[config.mk]
export PLATFORM = sky130hd
export DESIGN_NAME = clksrc_lock_ctrl
export DESIGN_NICKNAME = d
export VERILOG_FILES = /design/src/rtl/clksrc_pkg.sv /design/src/rtl/clksrc_presc.sv /design/src/rtl/clksrc_lock_cnt.sv /design/src/rtl/clksrc_factor_dec.sv /design/src/rtl/clksrc_lock_ctrl.sv
export SDC_FILE = /design/constraint.sdc
export NUM_CORES = 1
export LEC_CHECK = 0
export BUFFER_PORTS_ARGS = -buffer_cell sky130_fd_sc_hd__buf_2
export CAP_MARGIN = 25
export CELL_PAD_IN_SITES_DETAIL_PLACEMENT = 2
export CELL_PAD_IN_SITES_GLOBAL_PLACEMENT = 2
export CORE_ASPECT_RATIO = 0.7
export CORE_MARGIN = 2
export CORE_UTILIZATION = 27
export DETAILED_ROUTE_END_ITERATION = 12
export PLACE_DENSITY_LB_ADDON = 0.1
export SYNTH_ARGS = -nofsm -noshare
export SYNTH_HDL_FRONTEND = slang
export SYNTH_SLANG_ARGS = --single-unit
export TNS_END_PERCENT = 10
[constraint.sdc]
create_clock -name clk -period 3.85 [get_ports clk]
set_input_delay 0.385 -clock clk [delete_from_list [all_inputs] [get_ports clk]]
set_output_delay 0.385 -clock clk [all_outputs]
set_load 0.05 [all_outputs]
[src/rtl/clksrc_pkg.sv]
package clksrc_pkg;

    localparam int unsigned WORD_W  = 16;
    localparam int unsigned CNT_W   = 8;
    localparam int unsigned MULT_W  = 4;
    localparam int unsigned K_W     = MULT_W + 1;
    localparam int unsigned D_W     = 3;
    localparam int unsigned PRE_W   = 4;

    localparam int unsigned SRC_ADDR  = 0;
    localparam int unsigned MODE_ADDR = 1;

    typedef logic [WORD_W-1:0] word_t;

    // Mode register image, most significant field first
    typedef struct packed {
        logic [MULT_W-1:0] mult;
        logic              div;
        logic [CNT_W-1:0]  count;
        logic              enable;
        logic              run;
        logic              lock;
    } mode_reg_t;

    // Source register image
    typedef struct packed {
        logic [WORD_W-4:0] zero;
        logic              prim_src;
        logic              alt_src;
        logic              sel;
    } src_reg_t;

    function automatic logic [K_W-1:0] decode_k(input logic [MULT_W-1:0] m);
        return {1'b0, m} + K_W'(1);
    endfunction

    // K = m + 1 is even exactly when m is odd
    function automatic logic [D_W-1:0] decode_d(input logic [MULT_W-1:0] m,
                                                input logic              dv);
        if (!dv)      return D_W'(1);
        else if (m[0]) return D_W'(4);
        else           return D_W'(2);
    endfunction

endpackage

[src/rtl/clksrc_presc.sv]
module clksrc_presc #(
    parameter int unsigned PW = clksrc_pkg::PRE_W
) (
    input  logic clk,
    input  logic rst,
    input  logic clr,
    input  logic run,
    output logic tick
);
    logic [PW-1:0] phase_q;

    always_ff @(posedge clk) begin
        if (rst)              phase_q <= '0;
        else if (clr || !run) phase_q <= '0;
        else                  phase_q <= phase_q + PW'(1);
    end

    assign tick = run && !clr && (phase_q == {PW{1'b1}});

    // the phase counter never advances while the countdown is halted
    p_phase_idle_r7: assert property (@(posedge clk) disable iff (rst)
        !run |=> (phase_q == '0));
endmodule

[src/rtl/clksrc_lock_cnt.sv]
module clksrc_lock_cnt #(
    parameter int unsigned CW = clksrc_pkg::CNT_W,
    parameter logic [CW-1:0] INIT = {CW{1'b1}}
) (
    input  logic          clk,
    input  logic          rst,
    input  logic          start,
    input  logic          run_q,
    input  logic          run_d,
    input  logic          tick,
    output logic [CW-1:0] cnt_q,
    output logic          lock_q
);
    logic          at_zero;
    logic [CW-1:0] cnt_d;
    logic          lock_d;

    assign at_zero = (cnt_q == '0);

    always_comb begin
        cnt_d = cnt_q;
        if (start)
            cnt_d = INIT;
        else if (run_q && run_d && tick && !at_zero)
            cnt_d = cnt_q - CW'(1);
    end

    always_comb begin
        if (start || !run_d) lock_d = 1'b0;
        else                 lock_d = lock_q || (run_q && at_zero);
    end

    always_ff @(posedge clk) begin
        if (rst) begin
            cnt_q  <= '0;
            lock_q <= 1'b0;
        end else begin
            cnt_q  <= cnt_d;
            lock_q <= lock_d;
        end
    end

    p_arm_load_r6: assert property (@(posedge clk) disable iff (rst)
        start |=> (cnt_q == INIT) && !lock_q);
    p_floor_r8: assert property (@(posedge clk) disable iff (rst)
        (at_zero && !start) |=> (cnt_q == '0));
    p_lock_at_zero_r8: assert property (@(posedge clk) disable iff (rst)
        lock_q |-> (at_zero && run_q));
    p_hold_stopped_r9: assert property (@(posedge clk) disable iff (rst)
        (!run_q && !start) |=> $stable(cnt_q));
    p_no_step_between_r7: assert property (@(posedge clk) disable iff (rst)
        (!tick && !start) |=> $stable(cnt_q));
endmodule

[src/rtl/clksrc_factor_dec.sv]
module clksrc_factor_dec
    import clksrc_pkg::*;
(
    input  logic [MULT_W-1:0] mult,
    input  logic              div,
    output logic [K_W-1:0]    k,
    output logic [D_W-1:0]    d
);
    assign k = decode_k(mult);
    assign d = decode_d(mult, div);

    always_comb begin
        a_d_legal_r5: assert (d == D_W'(1) || d == D_W'(2) || d == D_W'(4));
        a_k_nonzero_r4: assert (k != '0);
    end
endmodule

[src/rtl/clksrc_lock_ctrl.sv]
module clksrc_lock_ctrl
    import clksrc_pkg::*;
#(
    parameter int unsigned ADDR_W = 2,
    parameter logic [CNT_W-1:0] LOCK_INIT = 8'hFF
) (
    input  logic              clk,
    input  logic              rst,
    input  logic [ADDR_W-1:0] bus_addr,
    input  logic              bus_we,
    input  logic [WORD_W-1:0] bus_wdata,
    output logic [WORD_W-1:0] bus_rdata,
    output logic              src_alt,
    output logic [K_W-1:0]    mul_k,
    output logic [D_W-1:0]    div_d,
    output logic              locked
);
    localparam logic [ADDR_W-1:0] A_SRC  = ADDR_W'(SRC_ADDR);
    localparam logic [ADDR_W-1:0] A_MODE = ADDR_W'(MODE_ADDR);

    logic              sel_q;
    logic [MULT_W-1:0] mult_q;
    logic              div_q;
    logic              en_q;
    logic              run_q;
    logic              run_d;
    logic              wr_src;
    logic              wr_mode;
    logic              start;
    logic              tick;
    logic [CNT_W-1:0]  cnt;
    logic              lock;
    mode_reg_t         wimg;
    mode_reg_t         mode_img;
    src_reg_t          src_img;

    assign wr_src  = bus_we && (bus_addr == A_SRC);
    assign wr_mode = bus_we && (bus_addr == A_MODE);
    assign wimg    = mode_reg_t'(bus_wdata);
    assign run_d   = wr_mode ? wimg.run : run_q;
    assign start   = wr_mode && wimg.run && !run_q;

    always_ff @(posedge clk) begin
        if (rst) begin
            sel_q  <= 1'b0;
            mult_q <= '0;
            div_q  <= 1'b0;
            en_q   <= 1'b0;
            run_q  <= 1'b0;
        end else begin
            if (wr_src) sel_q <= bus_wdata[0];
            if (wr_mode) begin
                mult_q <= wimg.mult;
                div_q  <= wimg.div;
                en_q   <= wimg.enable;
            end
            run_q <= run_d;
        end
    end

    clksrc_presc #(.PW(PRE_W)) u_presc (
        .clk  (clk),
        .rst  (rst),
        .clr  (start || !run_d),
        .run  (run_q),
        .tick (tick)
    );

    clksrc_lock_cnt #(.CW(CNT_W), .INIT(LOCK_INIT)) u_cnt (
        .clk    (clk),
        .rst    (rst),
        .start  (start),
        .run_q  (run_q),
        .run_d  (run_d),
        .tick   (tick),
        .cnt_q  (cnt),
        .lock_q (lock)
    );

    clksrc_factor_dec u_dec (
        .mult (mult_q),
        .div  (div_q),
        .k    (mul_k),
        .d    (div_d)
    );

    always_comb begin
        src_img.zero     = '0;
        src_img.sel      = sel_q;
        src_img.alt_src  = sel_q && lock;
        src_img.prim_src = !(sel_q && lock);
        mode_img.mult    = mult_q;
        mode_img.div     = div_q;
        mode_img.count   = cnt;
        mode_img.enable  = en_q;
        mode_img.run     = run_q;
        mode_img.lock    = lock;
    end

    always_comb begin
        if (bus_addr == A_SRC)       bus_rdata = word_t'(src_img);
        else if (bus_addr == A_MODE) bus_rdata = word_t'(mode_img);
        else                         bus_rdata = '0;
    end

    assign src_alt = src_img.alt_src;
    assign locked  = lock;

    p_status_onehot_r10: assert property (@(posedge clk) disable iff (rst)
        $countones({src_img.prim_src, src_img.alt_src}) == 1);
    p_alt_needs_lock_r10: assert property (@(posedge clk) disable iff (rst)
        src_alt |-> (locked && sel_q));
    p_stop_clears_lock_r9: assert property (@(posedge clk) disable iff (rst)
        (wr_mode && !wimg.run) |=> !locked);
    p_rearm_ignored_r9: assert property (@(posedge clk) disable iff (rst)
        (wr_mode && wimg.run && run_q && !tick) |=> $stable(cnt));
endmodule

==> results by group, run 1 <==
Clock network
  – # resized after CTS: 0
  – H-tree Lvls: 1
  – Post-CTS setup buffers: 0
  – Worst skew pair latency: 0.26 ns
  – Clock Sink Count: 21
  – CTS root buffer: clkbuf_8
  – CTS tree: yes
  – Post-cts hold buffer count: 0
  – Clk buf depth: 2
  – TritonCTS Buffers: 3
  – Clock Pin Slew Worst Setup and Hold Paths: 0.08 ns

Global route
  – Largest net degree at the start of global routing: 21
  – First-pass GRT wire length: between 6000 and 7000 um
  – Number of global-route vias before repair: 1,245
  – Initial antenna violation count: 0
  – GR Overflow Total: 0
  – Global Route Usage Sum: 0.1689

Floorplan
  – Core Footprint: between 3000 and 4000 um2
  – # IOs: 47
  – Die footprint: about 4800 um2
  – DIE HEIGHT: 58.57 um
  – Site row count: 19
  – Initial Util: 0.2876
  – Chip width: 81.96 um

Worst hold path
  – Hold path depth: 3
  – WHS Endpoint: mult_q[1]$_SDFFE_PP0N_
  – Min-delay src: bus_wdata[13]
  – HP Class: in -> reg

Critical path
  – CP max-delay cell: nor2b_1
  – WP buf/inv: 2
  – Worst reg-to-reg path cell count: 6
  – Worst-path maximum fanout: 14
  – CP Capture Type: primary output
  – CP Cell Sequence: buf_2 > nor2b_1 > and2_1 > buf_2
  – Startpoint Class: primary input
  – Delay-heaviest family, CP: simple AND/OR/NAND/NOR gates
  – Crit-path most repeated cell: buf_2
  – Kind of critical path: in -> out
  – Setup slack, reg-to-reg: about 1.9 ns
  – WP data arrival: 1.71 ns
  – Required @ worst endpoint: 3.46 ns
  – Reg2reg end: u_cnt.cnt_q[1]$_SDFFE_PP0P_
  – Worst r2r src: u_cnt.cnt_q[0]$_SDFFE_PP0P_
  – Max stage delay on crit path: 0.66 ns

Cells and area
  – Nets: 208
  – Final Util: 0.3578
  – Multi-input logic area: between 600 and 700 um2
  – Sequential Area: approximately 420 um2
  – Area delta synth->final: 24.40%
  – Final-layout fill cell count: between 400 and 500
  – Final Cell Area: about 1400 um2
  – Antenna cells: 0
  – Share of layout cells above drive strength 1: 0.2253

Flow run
  – Maxcap violations: 0

STA
  – Slew HR: 0.4714
  – Fmax: between 0.4 and 0.5 GHz
  – Setup TNS Final: 0 ns
  – Final worst path period share: 0.5442
  – Hold slack: ~0.36 ns
  – Skew final: 0.001278 ns
  – Crit path time final: 2.095 ns
  – Slew @ Worst Pin: 0.7912 ns
  – Unrepaired setup endpoints after global routing: no
  – Number of setup violations in the final report: 0
  – Max Slew Vio Count: 0
  – Hold Vio Cnt, Final: 0

Placed design
  – Final RePlAce weighted congestion: between 0.7 and 0.8
  – HPWL after DPL: 2858 um
  – Placed cell area: 1384 um2
  – Buffers added on ports: 38

Yosys
  – Leading post-synthesis cells by cell area: dfxtp_1 (37%), and2_1 (8.7%), nand2_1 (5.6%)
  – Synth warnings: 0
  – Syn Nets: 170
  – Post-synth top area share: 0.3660
  – Largest family of logic cells by synthesized area: simple AND/OR/NAND/NOR gates
  – Synth Area in XOR/XNOR: 0.03050
  – Yosys top cell by area: dfxtp_1
  – Cell variety after synth: 35
  – Flops & latches, synth: 21
  – Adder-cell share of the synthesized area: 0.04357
  – Simple-gate area share of the yosys netlist: 0.3519
  – Mean post-synth cell area: between 7 and 8 um2
  – Mux contribution to synthesized area: 0.02614
  – Compound-gate portion of the synthesized area: 0.1383
  – Mapped Area: around 1100 um2
  – Cells after Synth: ~150
  – Register area share after synthesis: 0.3660

Status
  – Status: complete, no violations

Route
  – Total number of vias: between 1,000 and 1,500
  – Drt total wl: 3785 um
  – Post-DRT Antenna Nets: 0
  – Routed WL per cell: approximately 16 um
  – DR pass1 iterations: 4
  – Initial DRC count: 54
  – Remaining DRCs: 0
  – Via/cell ratio: ~5.1

Power
  – Final Power: 0.4615 mW
  – Max IR drop VDD: 0.1324 mV
  – Pwr dens: 323.0 nW/um2
  – P_leak: ~0.64 nW
-- worst register-to-register path: stages (launching register included) --
cell	delay (ns)
dfxtp_1	0.38
inv_1	0.11
ha_1	0.14
nor3b_1	0.49
nand2_1	0.33
a211oi_1	0.32
a311oi_1	0.08
-- cells in the mapped netlist (all sizes together) --
master	n
dfxtp	21
nand2	17
and2	16
nor2	15
a21oi	8
inv	8
ha	4
nor3	4
a211oi	3
a311oi	3
a31oi	3
clkbuf	3
mux2i	3
nand4	3
nor2b	3
nor4	3
o21ai	3
buf	2
nand3	2
nand3b	2
nor3b	2
nor4b	2
or2	2
or4	2
xnor2	2
xor2	2
a41o	1
and3	1
nand2b	1
nor4bb	1
o311ai	1
o31ai	1
o32a	1
-- routing by layer --
layer  global-route usage  vias to the layer above  part of all wire
met5                    0                        -                 0
met4              0.02857                        0            0.0048
met3              0.03834                        2             0.049
met2               0.2927                       26              0.48
met1               0.2188                      575              0.47
li1                     -                      582                 -
-- cell families after synthesis --
group	Yosys count
and+or+nand+nor	76
AOI/OAI and AO/OA	24
DFF	21
buffers and inverters	13
xor gates and xnor gates	4
adders and majority gates	4
muxes	3
-- metrics by stage --
stage / setup WS [ns] / cells
6_report: 1.755 / 234
2_1_floorplan: 1.268 / 145
5_1_grt: 1.593 / 234
4_1_cts: 1.674 / 234
3_3_place_gp: 1.732 / 230
3_5_place_dp: 1.682 / 230
-- worst max path at each step --
stage,start,to,slack [ns],cells after the start
after floorplan,u_cnt.lock_q$_SDFF_PP0_,bus_rdata[2],1.27,3
after CTS,bus_addr[0],bus_rdata[8],1.67,4
after detailed placement,bus_addr[0],bus_rdata[6],1.68,4
final,bus_addr[0],bus_rdata[8],1.75,4
after global routing,bus_addr[0],bus_rdata[8],1.59,4
after global placement,bus_addr[0],bus_rdata[7],1.73,4
-- final cells by class --
type / instances / share of cell area
multi-input cells: 111 / 0.4746
repair buffers: 38 / 0.1331
flip-flops and latches: 21 / 0.2942
clock buffers: 4 / 0.03152
well taps: 52 / 0.04553
inverters: 8 / 0.02102
-- state kept, by name, summed over array words and instances (netlist names) --
| name | flops |
|---|---|
| div_q | 1 |
| en_q | 1 |
| mult_q | 4 |
| run_q | 1 |
| sel_q | 1 |
| u_cnt.cnt_q | 8 |
| u_cnt.lock_q | 1 |
| u_presc.phase_q | 4 |
-- cells in the final DEF, fill, tap and decap left out --
master and n:
or2_1 2, dfxtp_1 21, nor4bb_1 1, and2_1 16, clkbuf_8 3, a21oi_1 8
nand3b_1 2, a41o_1 1, or4_1 2, a211oi_1 3, xnor2_1 2, nor3b_1 2
o311ai_1 1, nor2b_1 3, o21ai_0 1, nand2b_1 1, o32a_1 1, mux2i_1 3
o31ai_1 1, nand4_1 3, nand2_1 17, nor4b_1 2, xor2_1 2, nand3_1 2
nor4_1 3, o21ai_1 2, and3_1 1, a31oi_1 3, a311oi_1 3, clkbuf_1 1
buf_2 38, inv_1 8, nor2_1 15, ha_1 4, nor3_1 4
-- power breakdown --
group | total, mW | switching [mW] | leakage (nW) | internal, mW
registers | 0.231 | 0.00782 | 0.170 | 0.223
logic | 0.0833 | 0.0584 | 0.443 | 0.0249
clock network | 0.147 | 0.0734 | 0.0228 | 0.0738
total | 0.462 | 0.140 | 0.636 | 0.322
(Power assumes the default switching activity.)
==> run 2, diff against run 1 <==
--- a/config.mk
+++ b/config.mk
@@ -11,7 +11,7 @@
 export CELL_PAD_IN_SITES_GLOBAL_PLACEMENT = 2
 export CORE_ASPECT_RATIO = 0.7
 export CORE_MARGIN = 2
-export CORE_UTILIZATION = 27
+export CORE_UTILIZATION = 25
 export DETAILED_ROUTE_END_ITERATION = 12
 export PLACE_DENSITY_LB_ADDON = 0.1
 export SYNTH_ARGS = -nofsm -noshare
==> constraint.sdc (replaced) <==
create_clock -name clk -period 2.1 [get_ports clk]
set_input_delay 0.21 -clock clk [delete_from_list [all_inputs] [get_ports clk]]
set_output_delay 0.21 -clock clk [all_outputs]
set_load 0.05 [all_outputs]
==> run 2 against run 1 <==
Effect of this change: non-clock buffer count grew 4; hold slack lost 0.18 ns; utilization shrank 2.3 points; total power grew 84%; clock power grew 83%; register-to-register slack lost 1.6 ns; sequential power grew 83%; first-iteration DRC count shrank 44%; sequential share of layout area shrank 0.78 points; die area grew 7.5%; combinational power grew 88%; clock skew grew 0.0025 ns; critical endpoint is now u_cnt.cnt_q[7]$_SDFFE_PP0P_; largest cell class unchanged; highest routed layer unchanged.
==> results by group, run 2 (synthesized netlist as in run 1, its figures left out) <==
Clock network
  – CTS root buffer: clkbuf_8
  – TritonCTS Buffers: 3
  – Post-cts hold buffer count: 0
  – # resized after CTS: 0
  – Clock Sink Count: 21
  – Clk buf depth: 2
  – Post-CTS setup buffers: 0
  – H-tree Lvls: 1
  – CTS tree: yes
  – Worst skew pair latency: approximately 0.26 ns
  – Clock Pin Slew Worst Setup and Hold Paths: about 0.080 ns

Cells and area
  – Share of layout cells above drive strength 1: 0.2473
  – Max reg flops: 8
  – Area delta synth->final: 27.78%
  – Reg with most FFs: u_cnt.cnt_q
  – Commonest cells after routing, fill and taps aside: buf_2 (38), dfxtp_1 (21), nand2_1 (17)
  – Nets: around 210
  – Most common cell after layout, fill and taps aside: buf_2
  – Antenna cells: 0
  – Biggest registers after layout: u_cnt.cnt_q (8), mult_q (4), u_presc.phase_q (4)

Critical path
  – Startpoint Class: register
  – CP Capture Type: register
  – Kind of critical path: reg -> reg
  – WP data arrival: about 2.0 ns
  – Required @ worst endpoint: 2.25 ns
  – Worst-path maximum fanout: 7

Worst hold path
  – HP Class: in -> reg

Power
  – Pwr dens: roughly 580 nW/um2
  – Max IR drop VDD: 0.2099 mV
  – Final Power: 0.8485 mW
  – P_leak: about 0.66 nW

Global route
  – GR Overflow Total: 0
  – Largest net degree at the start of global routing: 21
  – GR Util met3: 0.03946
  – Number of global-route vias before repair: between 1,000 and 1,500
  – GR peak layer: met2
  – Met2 Track Usage GR: 0.2656
  – Grt met1 use: 0.2122
  – First-pass GRT wire length: approximately 6400 um
  – Initial antenna violation count: 0
  – Global Route Usage Sum: 0.1580

STA
  – Slew @ Worst Pin: about 0.56 ns
  – Setup TNS Final: 0 ns
  – Slew HR: 0.6240
  – Fmax: 0.5423 GHz
  – Number of setup violations in the final report: 0
  – Unrepaired setup endpoints after global routing: no
  – Final worst path period share: 0.8780
  – Max Slew Vio Count: 0
  – Hold Vio Cnt, Final: 0
  – Skew final: about 0.0038 ns
  – Crit path time final: 1.844 ns

Floorplan
  – Chip width: around 85 um
  – Core Footprint: ~4400 um2
  – Initial Util: 0.2623
  – # IOs: 47
  – Site row count: 20
  – DIE HEIGHT: between 60 and 70 um
  – Die footprint: 5161 um2

Placed design
  – Buffers added on ports: 38
  – Final RePlAce weighted congestion: about 0.76
  – HPWL after DPL: 2933 um

Route
  – Initial DRC count: 30
  – Remaining DRCs: 0
  – Routed WL per cell: approximately 16 um
  – Via/cell ratio: between 4 and 5
  – Drt total wl: 3763 um
  – Total number of vias: about 1,200
  – Post-DRT Antenna Nets: 0
  – DR pass1 iterations: 4

Status
  – Status: complete, no violations

Flow run
  – Maxcap violations: 0
[run 2: critical path, cell delays in order (launching register included)]
cell and delay, ns:
dfxtp_1 0.36, inv_1 0.10, ha_1 0.16, nor3b_1 0.39, nand2_1 0.28, a311oi_1 0.36
nor2_1 0.08
[run 2: metrics by stage]
stage,area [um2],utilization,hold WS (ns),instances,setup WS (ns)
final,1468,0.3351,0.1782,241,0.2561
after global routing,1468,0.3351,0.1817,241,0.02156
after CTS,1468,0.3351,0.1735,241,0.2463
after detailed placement,1423,0.3249,0.4520,237,0.2800
after global placement,1423,0.3249,0.4318,237,0.3372
after floorplan,1154,-,0.3460,145,-0.2241
[run 2: path summary, 6_finish.rpt]
path / depth (start not counted) / to / startpoint / slack [ns]
worst max register to register: 6 / u_cnt.cnt_q[7]$_SDFFE_PP0P_ / u_cnt.cnt_q[1]$_SDFFE_PP0P_ / 0.26
worst min-delay path: 3 / mult_q[1]$_SDFFE_PP0N_ / bus_wdata[13] / 0.18
worst min register to register: 1 / u_presc.phase_q[0]$_SDFF_PP0_ / u_presc.phase_q[0]$_SDFF_PP0_ / 0.46
worst max-delay path: 6 / u_cnt.cnt_q[7]$_SDFFE_PP0P_ / u_cnt.cnt_q[1]$_SDFFE_PP0P_ / 0.26
[run 2: layout make-up]
type,instances,area (um2)
Inverter,8,30.03
Timing Repair Buffer,42,220.2
Clock buffer,4,45.04
Tap cell,55,68.82
Multi-Input combinational cell,111,683.2
Sequential cell,21,420.4
Fill cell,526,2912
[run 2: where the power goes]
part | internal, mW | switching [mW] | leakage (nW) | total, mW
logic | 0.0490 | 0.108 | 0.464 | 0.157
clock network | 0.135 | 0.134 | 0.0228 | 0.269
registers | 0.409 | 0.0132 | 0.170 | 0.423
total | 0.594 | 0.255 | 0.657 | 0.849
[run 2: metal layers]
layer | vias up | wire, um
met2 | 23 | 1723
met3 | 2 | 169
met5 | - | 0
met4 | 0 | 15
li1 | 590 | -
met1 | 576 | 1855
